File: src/rtl/dmaseq_pkg.sv
package dmaseq_pkg;
   typedef enum logic [2:0] {
      ST_IDLE  = 3'd0,
      ST_READ  = 3'd1,
      ST_WRITE = 3'd2,
      ST_DONE  = 3'd3,
      ST_ERROR = 3'd4
   } seq_state_e;
endpackage

File: src/rtl/dmaseq_ptr.sv
// Address register with its own signed step; loads at start, steps on adv.
module dmaseq_ptr #(
   parameter int ADDR_W = 32,
   parameter int OFF_W  = 16
) (
   input  logic              clk,
   input  logic              rst_n,
   input  logic              load,
   input  logic [ADDR_W-1:0] load_addr,
   input  logic [OFF_W-1:0]  load_step,
   input  logic              adv,
   output logic [ADDR_W-1:0] ptr
);
   logic [OFF_W-1:0]  step_q;
   logic [ADDR_W-1:0] step_ext;

   generate
      if (OFF_W > ADDR_W) begin : g_bad_step
         $error("dmaseq_ptr: OFF_W must not exceed ADDR_W");
      end else if (OFF_W == ADDR_W) begin : g_full_step
         assign step_ext = step_q;
      end else begin : g_sext_step
         assign step_ext = {{(ADDR_W-OFF_W){step_q[OFF_W-1]}}, step_q};
      end
   endgenerate

   always_ff @(posedge clk or negedge rst_n) begin
      if (!rst_n) begin
         ptr    <= '0;
         step_q <= '0;
      end else if (load) begin
         ptr    <= load_addr;
         step_q <= load_step;
      end else if (adv) begin
         ptr    <= ptr + step_ext;
      end
   end
endmodule

File: src/rtl/dmaseq_count.sv
// Remaining-byte counter; one beat's bytes come off per successful write.
module dmaseq_count #(
   parameter int CNT_W      = 16,
   parameter int BEAT_BYTES = 4
) (
   input  logic             clk,
   input  logic             rst_n,
   input  logic             load,
   input  logic [CNT_W-1:0] load_cnt,
   input  logic             dec,
   output logic [CNT_W-1:0] cnt,
   output logic             last
);
   localparam logic [CNT_W-1:0] STEP_C = CNT_W'(BEAT_BYTES);

   generate
      if (BEAT_BYTES < 1 || BEAT_BYTES >= (1 << (CNT_W-1))) begin : g_bad_beat
         $error("dmaseq_count: beat size does not fit the counter");
      end
   endgenerate

   assign last = (cnt <= STEP_C);

   always_ff @(posedge clk or negedge rst_n) begin
      if (!rst_n) begin
         cnt <= '0;
      end else if (load) begin
         cnt <= load_cnt;
      end else if (dec) begin
         cnt <= last ? '0 : cnt - STEP_C;
      end
   end
endmodule

File: src/rtl/dmaseq_errflags.sv
// Sticky fault flags; a set in the same cycle as a clear wins.
module dmaseq_errflags (
   input  logic clk,
   input  logic rst_n,
   input  logic set_src,
   input  logic set_dst,
   input  logic clr,
   output logic src_err,
   output logic dst_err
);
   always_ff @(posedge clk or negedge rst_n) begin
      if (!rst_n) begin
         src_err <= 1'b0;
         dst_err <= 1'b0;
      end else begin
         src_err <= set_src | (src_err & ~clr);
         dst_err <= set_dst | (dst_err & ~clr);
      end
   end
endmodule

File: src/rtl/dmaseq_fsm.sv
// Beat sequencer: read, write, repeat; a fault arms one closing beat, then halt.
module dmaseq_fsm
   import dmaseq_pkg::*;
(
   input  logic       clk,
   input  logic       rst_n,
   input  logic       start,
   input  logic       cfg_empty,
   input  logic       cnt_last,
   input  logic       bus_done,
   input  logic       bus_err,
   input  logic       err_clr,
   output seq_state_e state,
   output logic       load,
   output logic       src_adv,
   output logic       dst_adv,
   output logic       cnt_dec,
   output logic       cap,
   output logic       set_src_err,
   output logic       set_dst_err
);
   seq_state_e nxt;
   logic       trail_q;
   logic       trail_set;
   logic       rsp;

   assign rsp = bus_done | bus_err;

   always_comb begin
      nxt         = state;
      load        = 1'b0;
      src_adv     = 1'b0;
      dst_adv     = 1'b0;
      cnt_dec     = 1'b0;
      cap         = 1'b0;
      set_src_err = 1'b0;
      set_dst_err = 1'b0;
      trail_set   = 1'b0;
      case (state)
         ST_IDLE: begin
            if (start) begin
               load = 1'b1;
               nxt  = cfg_empty ? ST_DONE : ST_READ;
            end
         end
         ST_READ: begin
            if (rsp) begin
               cap         = 1'b1;
               set_src_err = bus_err;
               if (trail_q) begin
                  nxt = ST_ERROR;
               end else begin
                  nxt = ST_WRITE;
                  if (bus_err) trail_set = 1'b1;
                  else         src_adv   = 1'b1;
               end
            end
         end
         ST_WRITE: begin
            if (rsp) begin
               set_dst_err = bus_err;
               if (trail_q) begin
                  nxt = ST_ERROR;
               end else if (bus_err) begin
                  if (cnt_last) begin
                     nxt = ST_ERROR;
                  end else begin
                     trail_set = 1'b1;
                     nxt       = ST_READ;
                  end
               end else begin
                  dst_adv = 1'b1;
                  cnt_dec = 1'b1;
                  nxt     = cnt_last ? ST_DONE : ST_READ;
               end
            end
         end
         ST_DONE:  nxt = ST_IDLE;
         ST_ERROR: if (err_clr) nxt = ST_IDLE;
         default:  nxt = ST_IDLE;
      endcase
   end

   always_ff @(posedge clk or negedge rst_n) begin
      if (!rst_n) begin
         state   <= ST_IDLE;
         trail_q <= 1'b0;
      end else begin
         state <= nxt;
         if (load)           trail_q <= 1'b0;
         else if (trail_set) trail_q <= 1'b1;
      end
   end
endmodule

File: src/rtl/dmaseq_mover.sv
module dmaseq_mover
   import dmaseq_pkg::*;
#(
   parameter int ADDR_W = 32,
   parameter int DATA_W = 32,
   parameter int OFF_W  = 16,
   parameter int CNT_W  = 16
) (
   input  logic              clk,
   input  logic              rst_n,
   input  logic              start,
   input  logic [ADDR_W-1:0] cfg_src,
   input  logic [ADDR_W-1:0] cfg_dst,
   input  logic [OFF_W-1:0]  cfg_src_step,
   input  logic [OFF_W-1:0]  cfg_dst_step,
   input  logic [CNT_W-1:0]  cfg_bytes,
   input  logic              err_clr,
   output logic              bus_req,
   output logic              bus_we,
   output logic [ADDR_W-1:0] bus_addr,
   output logic [DATA_W-1:0] bus_wdata,
   input  logic [DATA_W-1:0] bus_rdata,
   input  logic              bus_done,
   input  logic              bus_err,
   output logic              busy,
   output logic              done,
   output logic              halted,
   output logic              src_err,
   output logic              dst_err,
   output logic [ADDR_W-1:0] desc_src,
   output logic [ADDR_W-1:0] desc_dst,
   output logic [CNT_W-1:0]  desc_cnt
);
   localparam int BEAT_BYTES = DATA_W / 8;

   generate
      if (DATA_W < 8 || (DATA_W % 8) != 0) begin : g_bad_data
         $error("dmaseq_mover: DATA_W must be a whole number of bytes");
      end
      if (ADDR_W < 2) begin : g_bad_addr
         $error("dmaseq_mover: ADDR_W too small");
      end
   endgenerate

   seq_state_e        state;
   logic              load, src_adv, dst_adv, cnt_dec, cap;
   logic              set_src_err, set_dst_err;
   logic              cnt_last;
   logic [DATA_W-1:0] word_q;

   dmaseq_fsm u_fsm (
      .clk         (clk),
      .rst_n       (rst_n),
      .start       (start),
      .cfg_empty   (cfg_bytes == '0),
      .cnt_last    (cnt_last),
      .bus_done    (bus_done),
      .bus_err     (bus_err),
      .err_clr     (err_clr),
      .state       (state),
      .load        (load),
      .src_adv     (src_adv),
      .dst_adv     (dst_adv),
      .cnt_dec     (cnt_dec),
      .cap         (cap),
      .set_src_err (set_src_err),
      .set_dst_err (set_dst_err)
   );

   dmaseq_ptr #(.ADDR_W(ADDR_W), .OFF_W(OFF_W)) u_src_ptr (
      .clk       (clk),
      .rst_n     (rst_n),
      .load      (load),
      .load_addr (cfg_src),
      .load_step (cfg_src_step),
      .adv       (src_adv),
      .ptr       (desc_src)
   );

   dmaseq_ptr #(.ADDR_W(ADDR_W), .OFF_W(OFF_W)) u_dst_ptr (
      .clk       (clk),
      .rst_n     (rst_n),
      .load      (load),
      .load_addr (cfg_dst),
      .load_step (cfg_dst_step),
      .adv       (dst_adv),
      .ptr       (desc_dst)
   );

   dmaseq_count #(.CNT_W(CNT_W), .BEAT_BYTES(BEAT_BYTES)) u_count (
      .clk      (clk),
      .rst_n    (rst_n),
      .load     (load),
      .load_cnt (cfg_bytes),
      .dec      (cnt_dec),
      .cnt      (desc_cnt),
      .last     (cnt_last)
   );

   dmaseq_errflags u_flags (
      .clk     (clk),
      .rst_n   (rst_n),
      .set_src (set_src_err),
      .set_dst (set_dst_err),
      .clr     (err_clr),
      .src_err (src_err),
      .dst_err (dst_err)
   );

   always_ff @(posedge clk or negedge rst_n) begin
      if (!rst_n)   word_q <= '0;
      else if (cap) word_q <= bus_rdata;
   end

   assign bus_req   = (state == ST_READ) || (state == ST_WRITE);
   assign bus_we    = (state == ST_WRITE);
   assign bus_addr  = bus_we ? desc_dst : desc_src;
   assign bus_wdata = word_q;
   assign busy      = bus_req;
   assign done      = (state == ST_DONE);
   assign halted    = (state == ST_ERROR);
endmodule

File: config.mk
export PLATFORM = sky130hd
export DESIGN_NAME = dmaseq_mover
export DESIGN_NICKNAME = d
export VERILOG_FILES = /design/src/rtl/dmaseq_pkg.sv /design/src/rtl/dmaseq_ptr.sv /design/src/rtl/dmaseq_count.sv /design/src/rtl/dmaseq_errflags.sv /design/src/rtl/dmaseq_fsm.sv /design/src/rtl/dmaseq_mover.sv
export SDC_FILE = /design/constraint.sdc
export NUM_CORES = 1
export LEC_CHECK = 0
export ABC_AREA = 1
export ABC_CLOCK_PERIOD_IN_PS = 2000
export BUFFER_PORTS_ARGS = -buffer_cell sky130_fd_sc_hd__buf_2
export CAP_MARGIN = 15
export CELL_PAD_IN_SITES_DETAIL_PLACEMENT = 1
export CELL_PAD_IN_SITES_GLOBAL_PLACEMENT = 1
export CORE_MARGIN = 5
export CORE_UTILIZATION = 34
export DETAILED_ROUTE_END_ITERATION = 7
export PLACE_DENSITY_LB_ADDON = 0.1
export SETUP_SLACK_MARGIN = 0.3
export SYNTH_ARGS = -nofsm -noshare
export SYNTH_HDL_FRONTEND = slang
export SYNTH_SLANG_ARGS = --single-unit
File: constraint.sdc
create_clock -name clk -period 2 [get_ports clk]
set_input_delay 0.2 -clock clk [delete_from_list [all_inputs] [get_ports clk]]
set_output_delay 0.2 -clock clk [all_outputs]
set_load 0.1 [all_outputs]
==> Yosys cells after proc, flatten, opt, wreduce, memory -nomap -nowiden <==
Index checks and enable logic that the tools add are counted.
{ "op_classes": {"add_sub_neg": 3, "n_lt_le_gt_ge": 1, "n_eq_ne": 8, "n_mux": 41, "bitwise_logic": 6, "reduce_logical": 7} }
{ "ops": {"columns": ["operator", "n"], "rows": [
  ["two-way mux 32 bit", 5],
  ["adder 32 bit", 2],
  ["two-way mux 16 bit", 3],
  ["two-way mux 3 bit", 8],
  ["two-way mux 1 bit", 21],
  ["<= comparator 16 x 3 -> 1 bit (second input constant)", 1],
  ["zero test 16 bit", 1],
  ["subtractor 16 x 3 -> 16 bit (second input constant)", 1],
  ["one-hot mux 3 bit (4 select lines)", 1],
  ["== test 3 x 2 -> 1 bit (second input constant)", 2],
  ["nonzero test 2 bit", 3],
  ["two-way mux 2 bit", 2],
  ["inequality test 2 x 1 -> 1 bit (second input constant)", 2],
  ["inequality test 2 bit (second input constant)", 2],
  ["AND reduction 4 bit", 1],
  ["== test 3 x 1 -> 1 bit (second input constant)", 1],
  ["== test 3 bit (second input constant)", 1],
  ["zero test 3 bit", 1],
  ["OR 1 bit", 3],
  ["AND 1 bit", 2],
  ["one-hot mux 1 bit (2 select lines)", 1],
  ["logical OR 1 bit", 1],
  ["NOT 1 bit", 1]
]} }
{ "totals": {"ff_bits": 150, "input_bits": 150, "output_inout_bits": 151, "elab_cells": 76} }

==> Depth between registers and ports, before layout <==
{ "depth": {"ltp_word": 8, "depth_mapped": 13, "depth_no_buf": 13} }

==> Cells and area by module <==
A second synthesis with hierarchy kept.
{ "unflattened": {"cells_unflattened": 1740, "area_unflattened_um2": 11893.9} }
{ "by_module_without_submodules": {"columns": ["mod", "n_inst", "cells_each", "area_per_inst_um2", "seq_area_each_um2"], "rows": [
  ["dmaseq_ptr (u_dst_ptr)", 1, 663, 4315.4, 1201.2],
  ["dmaseq_ptr (u_src_ptr)", 1, 661, 4285.4, 1201.2],
  ["dmaseq_mover", 1, 207, 1784.2, 800.8],
  ["dmaseq_count", 1, 144, 1107.3, 400.4],
  ["dmaseq_fsm", 1, 56, 325.3, 100.1],
  ["dmaseq_errflags", 1, 9, 76.3, 50.0]
]} }

==> Least setup slack after synthesis <==
OpenSTA, ideal clock, no wires.
{ "synth_path": {"path_kind": "reg2out", "start": "register u_dst_ptr.ptr[1]", "end": "output bus_addr[1]", "t_arrival_ps": 3244, "t_required_ps": 1800, "path_slack_ps": -1444, "path_stages_with_launch": 3, "n_path_buf": 0, "path_cell_list": "dfrtp_1 > inv_1 > o21ai_0"} }
{ "synth_between": {"elab_chain_cells": 1} }
{ "synth_lines": {"columns": ["item", "line_no", "text"], "rows": [
  ["start, declared", "dmaseq_ptr.sv:12", "output logic [ADDR_W-1:0] ptr"],
  ["start signal, assigned", "dmaseq_ptr.sv:32", "ptr <= load_addr;"],
  ["start signal, assigned", "dmaseq_ptr.sv:35", "ptr <= ptr + step_ext;"],
  ["two-way mux 32 bit", "dmaseq_mover.sv:117", "assign bus_addr = bus_we ? desc_dst : desc_src;"],
  ["end, declared", "dmaseq_mover.sv:20", "output logic [ADDR_W-1:0] bus_addr,"]
]} }
Every way passes these cells.

==> Final worst setup path <==
{ "layout_path": {"start": "register u_dst_ptr.step_q[15]", "end": "register u_dst_ptr.ptr[28]"} }
{ "layout_between": {"elab_chain_cells": 3} }
{ "layout_lines": {"columns": ["item", "line_no", "text"], "rows": [
  ["start, declared", "dmaseq_ptr.sv:14", "logic [OFF_W-1:0] step_q;"],
  ["start signal, assigned", "dmaseq_ptr.sv:33", "step_q <= load_step;"],
  ["adder 32 bit", "dmaseq_ptr.sv:35", null],
  ["two-way mux 32 bit", "dmaseq_ptr.sv:34", "end else if (adv) begin"],
  ["two-way mux 32 bit", "dmaseq_ptr.sv:31", "end else if (load) begin"]
]} }
Every way passes these cells. The select of a mux whose other input is x is not followed.
A chain may end at the register's enable or synchronous reset.

==> metrics.md <==
| Metric | Value |
|---|---|
| Status | finished, violations left |
| Violated checks | negative hold slack, negative setup slack |
| Multi-input combinational cell area | around 11000 sq um |
| Later-pin clock latency in the skew report | about 0.5 ns |
| Flops & latches, synth | 150 |
| Number of enable-type register cells in the synthesized netlist | 0 |
| Yosys warning count | 0 |
| CTS tree | yes |
| Transition at the pin with the smallest max-transition slack | 0.598 ns |
| Cell count of the worst hold path | 3 |
| Min-Delay Endpoint | u_dst_ptr.ptr[9]$_DFFE_PN0P_ |
| Fraction of the mapped netlist area in compound gates | about 8.0% |
| Final std cell area, no fill | around 23000 sq um |
| Share of synthesized registers carrying an async set or reset | 100% |
| Largest area contributor in the synthesized netlist | sky130_fd_sc_hd__dfrtp_1 |
| Unrepaired setup endpoints after global routing | true |
| Number of cells on the worst reg-to-reg path | 12 |
| Max-cap violation count | 0 |
| Reg area | 4040 sq um |
| Mean Syn Cell Area | about 6.3 sq um |
| Fmax | about 440 MHz |
| Share of final-layout standard cells stronger than drive strength 1 | a little over half |
| Most common library cells after synthesis | 779 x sky130_fd_sc_hd__nand2_1, 273 x sky130_fd_sc_hd__inv_1, 179 x sky130_fd_sc_hd__nor2_1 |
| Top flip-flop cell by instance count after synthesis | sky130_fd_sc_hd__dfrtp_1 |
| Number of hold violations in the final report | 2 |
| Number of distinct standard cells referenced by the synthesized netlist | 48 |
| Simple-gate share of the synthesized area | a little under two fifths |
| Mapped cell area | about 12000 sq um |
| Number of standard-cell rows in the floorplan | 68 |
| Initial core utilization | between 30% and 40% |
| Synth top area cells | sky130_fd_sc_hd__dfrtp_1 32%, sky130_fd_sc_hd__nand2_1 25%, sky130_fd_sc_hd__inv_1 8.6% |
| Vias | 16.9k |
| Global placement routability congestion | approximately 0.91 |
| Required time of the critical path | roughly 2.4 ns |
| TritonCTS buffer count | 17 |
| Clock transition at the registers of the reported paths | ~0.080 ns |
| Number of sinks driven by the clock tree | 150 |
| Placement Cell Area | 16900 sq um |
| Gr ovfl total | 0 |
| HPWL Detailed | roughly 42 mm |
| Post-route clock period utilization | 114% |
| Final routed wire length divided by cell count | between 20 and 30 um |
| Critical Path Sink Type | flip-flop |
| Largest net degree at the start of global routing | 49 |
| Synth-to-layout area growth | 92.1% |
| Pre-Repair DR Iteration Count | 6 |
| Post-placement setup slack | -0.205 ns |
| Depth of the CTS H-tree | 4 |
| Critical path type | flip-flop to flip-flop |
| Area fraction of the dominant cell type after synthesis | a little under a third |
| Die Wd | just under 200 um |
| Worst Clk Skew | between 0.02 and 0.025 ns |
| Filler Cells Inserted | roughly 4k |
| Via density per instance | between 5 and 6 |
| IO Port Bufs | 300 |
| Sequential fraction of the synthesis area | between 30% and 40% |
| Die area | 38900 sq um |
| Multiplexer share of the synthesized area | roughly 3.0% |
| Die Y | roughly 200 um |
| Antenna-violating nets left | 0 |
| Number of slew-limit violations in the final report | 0 |
| Synthesized-area fraction occupied by adder cells | under 10% |
| Largest family of logic cells by synthesized area | simple AND/OR/NAND/NOR gates |
| Setup-failing EPs final | about 110 |
| I/O Pins | approximately 300 |
| Via count of the first global-routing pass | 16.5k |
| Library cell with the highest instance count after synthesis | sky130_fd_sc_hd__nand2_1 |
| Number of instances in the synthesized netlist | around 1.9k |
| End of the worst register-to-register path | u_dst_ptr.ptr[28]$_DFFE_PN0P_ |
| Remaining routing DRC violations | 0 |
| Number of buffers between clock root and the deepest sink | 2 |
| Crit path launch type | flip-flop |
| Detailed Route WL | ~84 mm |
| Worst endpoint data arrival time | 2.66 ns |
| Largest driver fanout on the critical path | 6 |
| Launching point of the worst reg2reg path | u_dst_ptr.step_q[15]$_DFFE_PN0P_ |
| Number of antenna violations at the first check in global routing | 7 |
| Parity-gate share of the synthesized area counting xor and xnor cells | 2.57% |
| Core region area | ~35000 sq um |
| Relative slew margins | 60.4% |
| Slack of the critical path | -0.284 ns |
| Number of violations reported at the end of detailed-routing iteration 0 | approximately 1.2k |
| Worst Min Path Start | cfg_dst[9] |
| CTS Root Buffer Type | sky130_fd_sc_hd__clkbuf_16 |
| Post-route worst hold slack | -0.00519 ns |
| Post-layout nets | about 2.7k |
| Wire length of the first global-routing pass | ~94 mm |
| Total track usage | slightly above 30% |
| Util after Layout | about 66% |
| Classification of the worst-slack hold path | primary input to flip-flop |
| Net count of the mapped netlist | roughly 2.1k |
| Shortest period the worst path allows | about 2.3 ns |
| Final sum of negative setup slack | -13.16 ns |
| Reg2reg setup slack | -0.28 ns |
-- cells by family (layout without fill, tap and decap cells) --
family / after synthesis / after routing
simple gates: 1102 / 1102
buf+inv: 327 / 933
compound gates: 166 / 166
flops: 150 / 150
fa+ha+maj: 66 / 66
xor+xnor: 35 / 35
mux: 32 / 32
other cells: 0 / 8
-- layout make-up --
| class | count | area share (%) |
|---|---|---|
| Multi-Input combinational cell | 1401 | 47.1 |
| Timing Repair Buffer | 620 | 25.2 |
| Sequential cell | 150 | 17.7 |
| Inverter | 281 | 4.87 |
| Tap cell | 455 | 2.49 |
| Clock buffer | 17 | 1.86 |
| Clock inverter | 15 | 0.694 |
| Antenna cell | 8 | 0.0875 |
-- through the flow --
stage / hold WS, ns / instances
2_1_floorplan: -0.0956 / 1878
3_3_place_gp: 0.102 / 2685
3_5_place_dp: 0.102 / 2685
4_1_cts: 0.00261 / 2869
5_1_grt: -0.00814 / 2947
6_report: -0.00519 / 2947
-- worst max-delay path, stage by stage, from the launching register on --
cell and delay [ns]:
sky130_fd_sc_hd__dfrtp_4 0.54, sky130_fd_sc_hd__buf_12 0.18, sky130_fd_sc_hd__ha_4 0.25, sky130_fd_sc_hd__a21oi_1 0.22, sky130_fd_sc_hd__nor2_1 0.08, sky130_fd_sc_hd__nor2_1 0.16, sky130_fd_sc_hd__nand2_1 0.13, sky130_fd_sc_hd__a21oi_2 0.16
sky130_fd_sc_hd__nand2_1 0.08, sky130_fd_sc_hd__nand2_1 0.10, sky130_fd_sc_hd__nand3_1 0.10, sky130_fd_sc_hd__nand2_1 0.11, sky130_fd_sc_hd__nand2_1 0.07
-- placed cells by master, fill, tap and decap left out, types with 10 or more instances in the layout --
master and instances:
sky130_fd_sc_hd__nand2_1 477, sky130_fd_sc_hd__buf_2 255, sky130_fd_sc_hd__inv_1 217, sky130_fd_sc_hd__nand2_2 181, sky130_fd_sc_hd__buf_4 132, sky130_fd_sc_hd__nor2_1 110
sky130_fd_sc_hd__nand2_4 100, sky130_fd_sc_hd__dlygate4sd3_1 81, sky130_fd_sc_hd__dfrtp_4 74, sky130_fd_sc_hd__dfrtp_1 66, sky130_fd_sc_hd__ha_4 64, sky130_fd_sc_hd__buf_12 64
sky130_fd_sc_hd__nor2_4 49, sky130_fd_sc_hd__nand3_1 48, sky130_fd_sc_hd__inv_2 47, sky130_fd_sc_hd__buf_6 46, sky130_fd_sc_hd__a21oi_2 42, sky130_fd_sc_hd__nand3_2 36
sky130_fd_sc_hd__clkbuf_16 31, sky130_fd_sc_hd__a21oi_1 27, sky130_fd_sc_hd__nand2_8 23, sky130_fd_sc_hd__nor2_2 23, sky130_fd_sc_hd__mux2_2 23, sky130_fd_sc_hd__xor2_1 22
sky130_fd_sc_hd__nand3_4 18, sky130_fd_sc_hd__o21ai_1 15, sky130_fd_sc_hd__o21ai_4 14, sky130_fd_sc_hd__buf_16 14, sky130_fd_sc_hd__inv_4 12, sky130_fd_sc_hd__o21ai_0 11
sky130_fd_sc_hd__o211ai_1 11, sky130_fd_sc_hd__o21ai_2 10, sky130_fd_sc_hd__dfrtp_2 10
-- sequential cells by signal, indices dropped and copies added (netlist names) --
name and flops:
u_flags.src_err 1, u_flags.dst_err 1, u_fsm.state 3, u_dst_ptr.ptr 32, bus_wdata 32, u_src_ptr.step_q 16, u_fsm.trail_q 1, u_count.cnt 16
u_src_ptr.ptr 32, u_dst_ptr.step_q 16
-- worst max-delay path by stage --
stage / startpoint / endpoint / slack (ns) / cells after the start
6_report: u_dst_ptr.step_q[15]$_DFFE_PN0P_ / u_dst_ptr.ptr[28]$_DFFE_PN0P_ / -0.28 / 12
5_1_grt: u_dst_ptr.step_q[15]$_DFFE_PN0P_ / u_dst_ptr.ptr[28]$_DFFE_PN0P_ / -0.41 / 12
4_1_cts: u_fsm.state[0]$_DFFE_PN0P_ / bus_addr[6] / -0.06 / 8
3_5_place_dp: u_src_ptr.step_q[15]$_DFFE_PN0P_ / u_src_ptr.ptr[18]$_DFFE_PN0P_ / -0.21 / 11
3_3_place_gp: u_src_ptr.step_q[15]$_DFFE_PN0P_ / u_src_ptr.ptr[24]$_DFFE_PN0P_ / -0.15 / 10
2_1_floorplan: u_dst_ptr.ptr[0]$_DFFE_PN0P_ / u_dst_ptr.ptr[20]$_DFFE_PN0P_ / -0.0002 / 12
-- timing repair --
item	CTS	global route
cloned	11	19
endpoints found under the setup margin	153	210
pin swaps	118	198
buffers inserted	62	49
resized for setup	358	451
hold endpoints to repair	188	2
hold buffers	79	2
-- layer usage --
metal / routed length, um / global-route usage (%) / share of wire, %
met5: 0 / 0 / 0
met4: 7390 / 15.2 / 8.8
met3: 6230 / 4.03 / 7.5
met2: 40800 / 55.9 / 49
met1: 29100 / 36.2 / 35
Power is left out: the tool's default activity adds up to more than one toggle a clock period on the data nets, which glitch-free logic cannot reach.
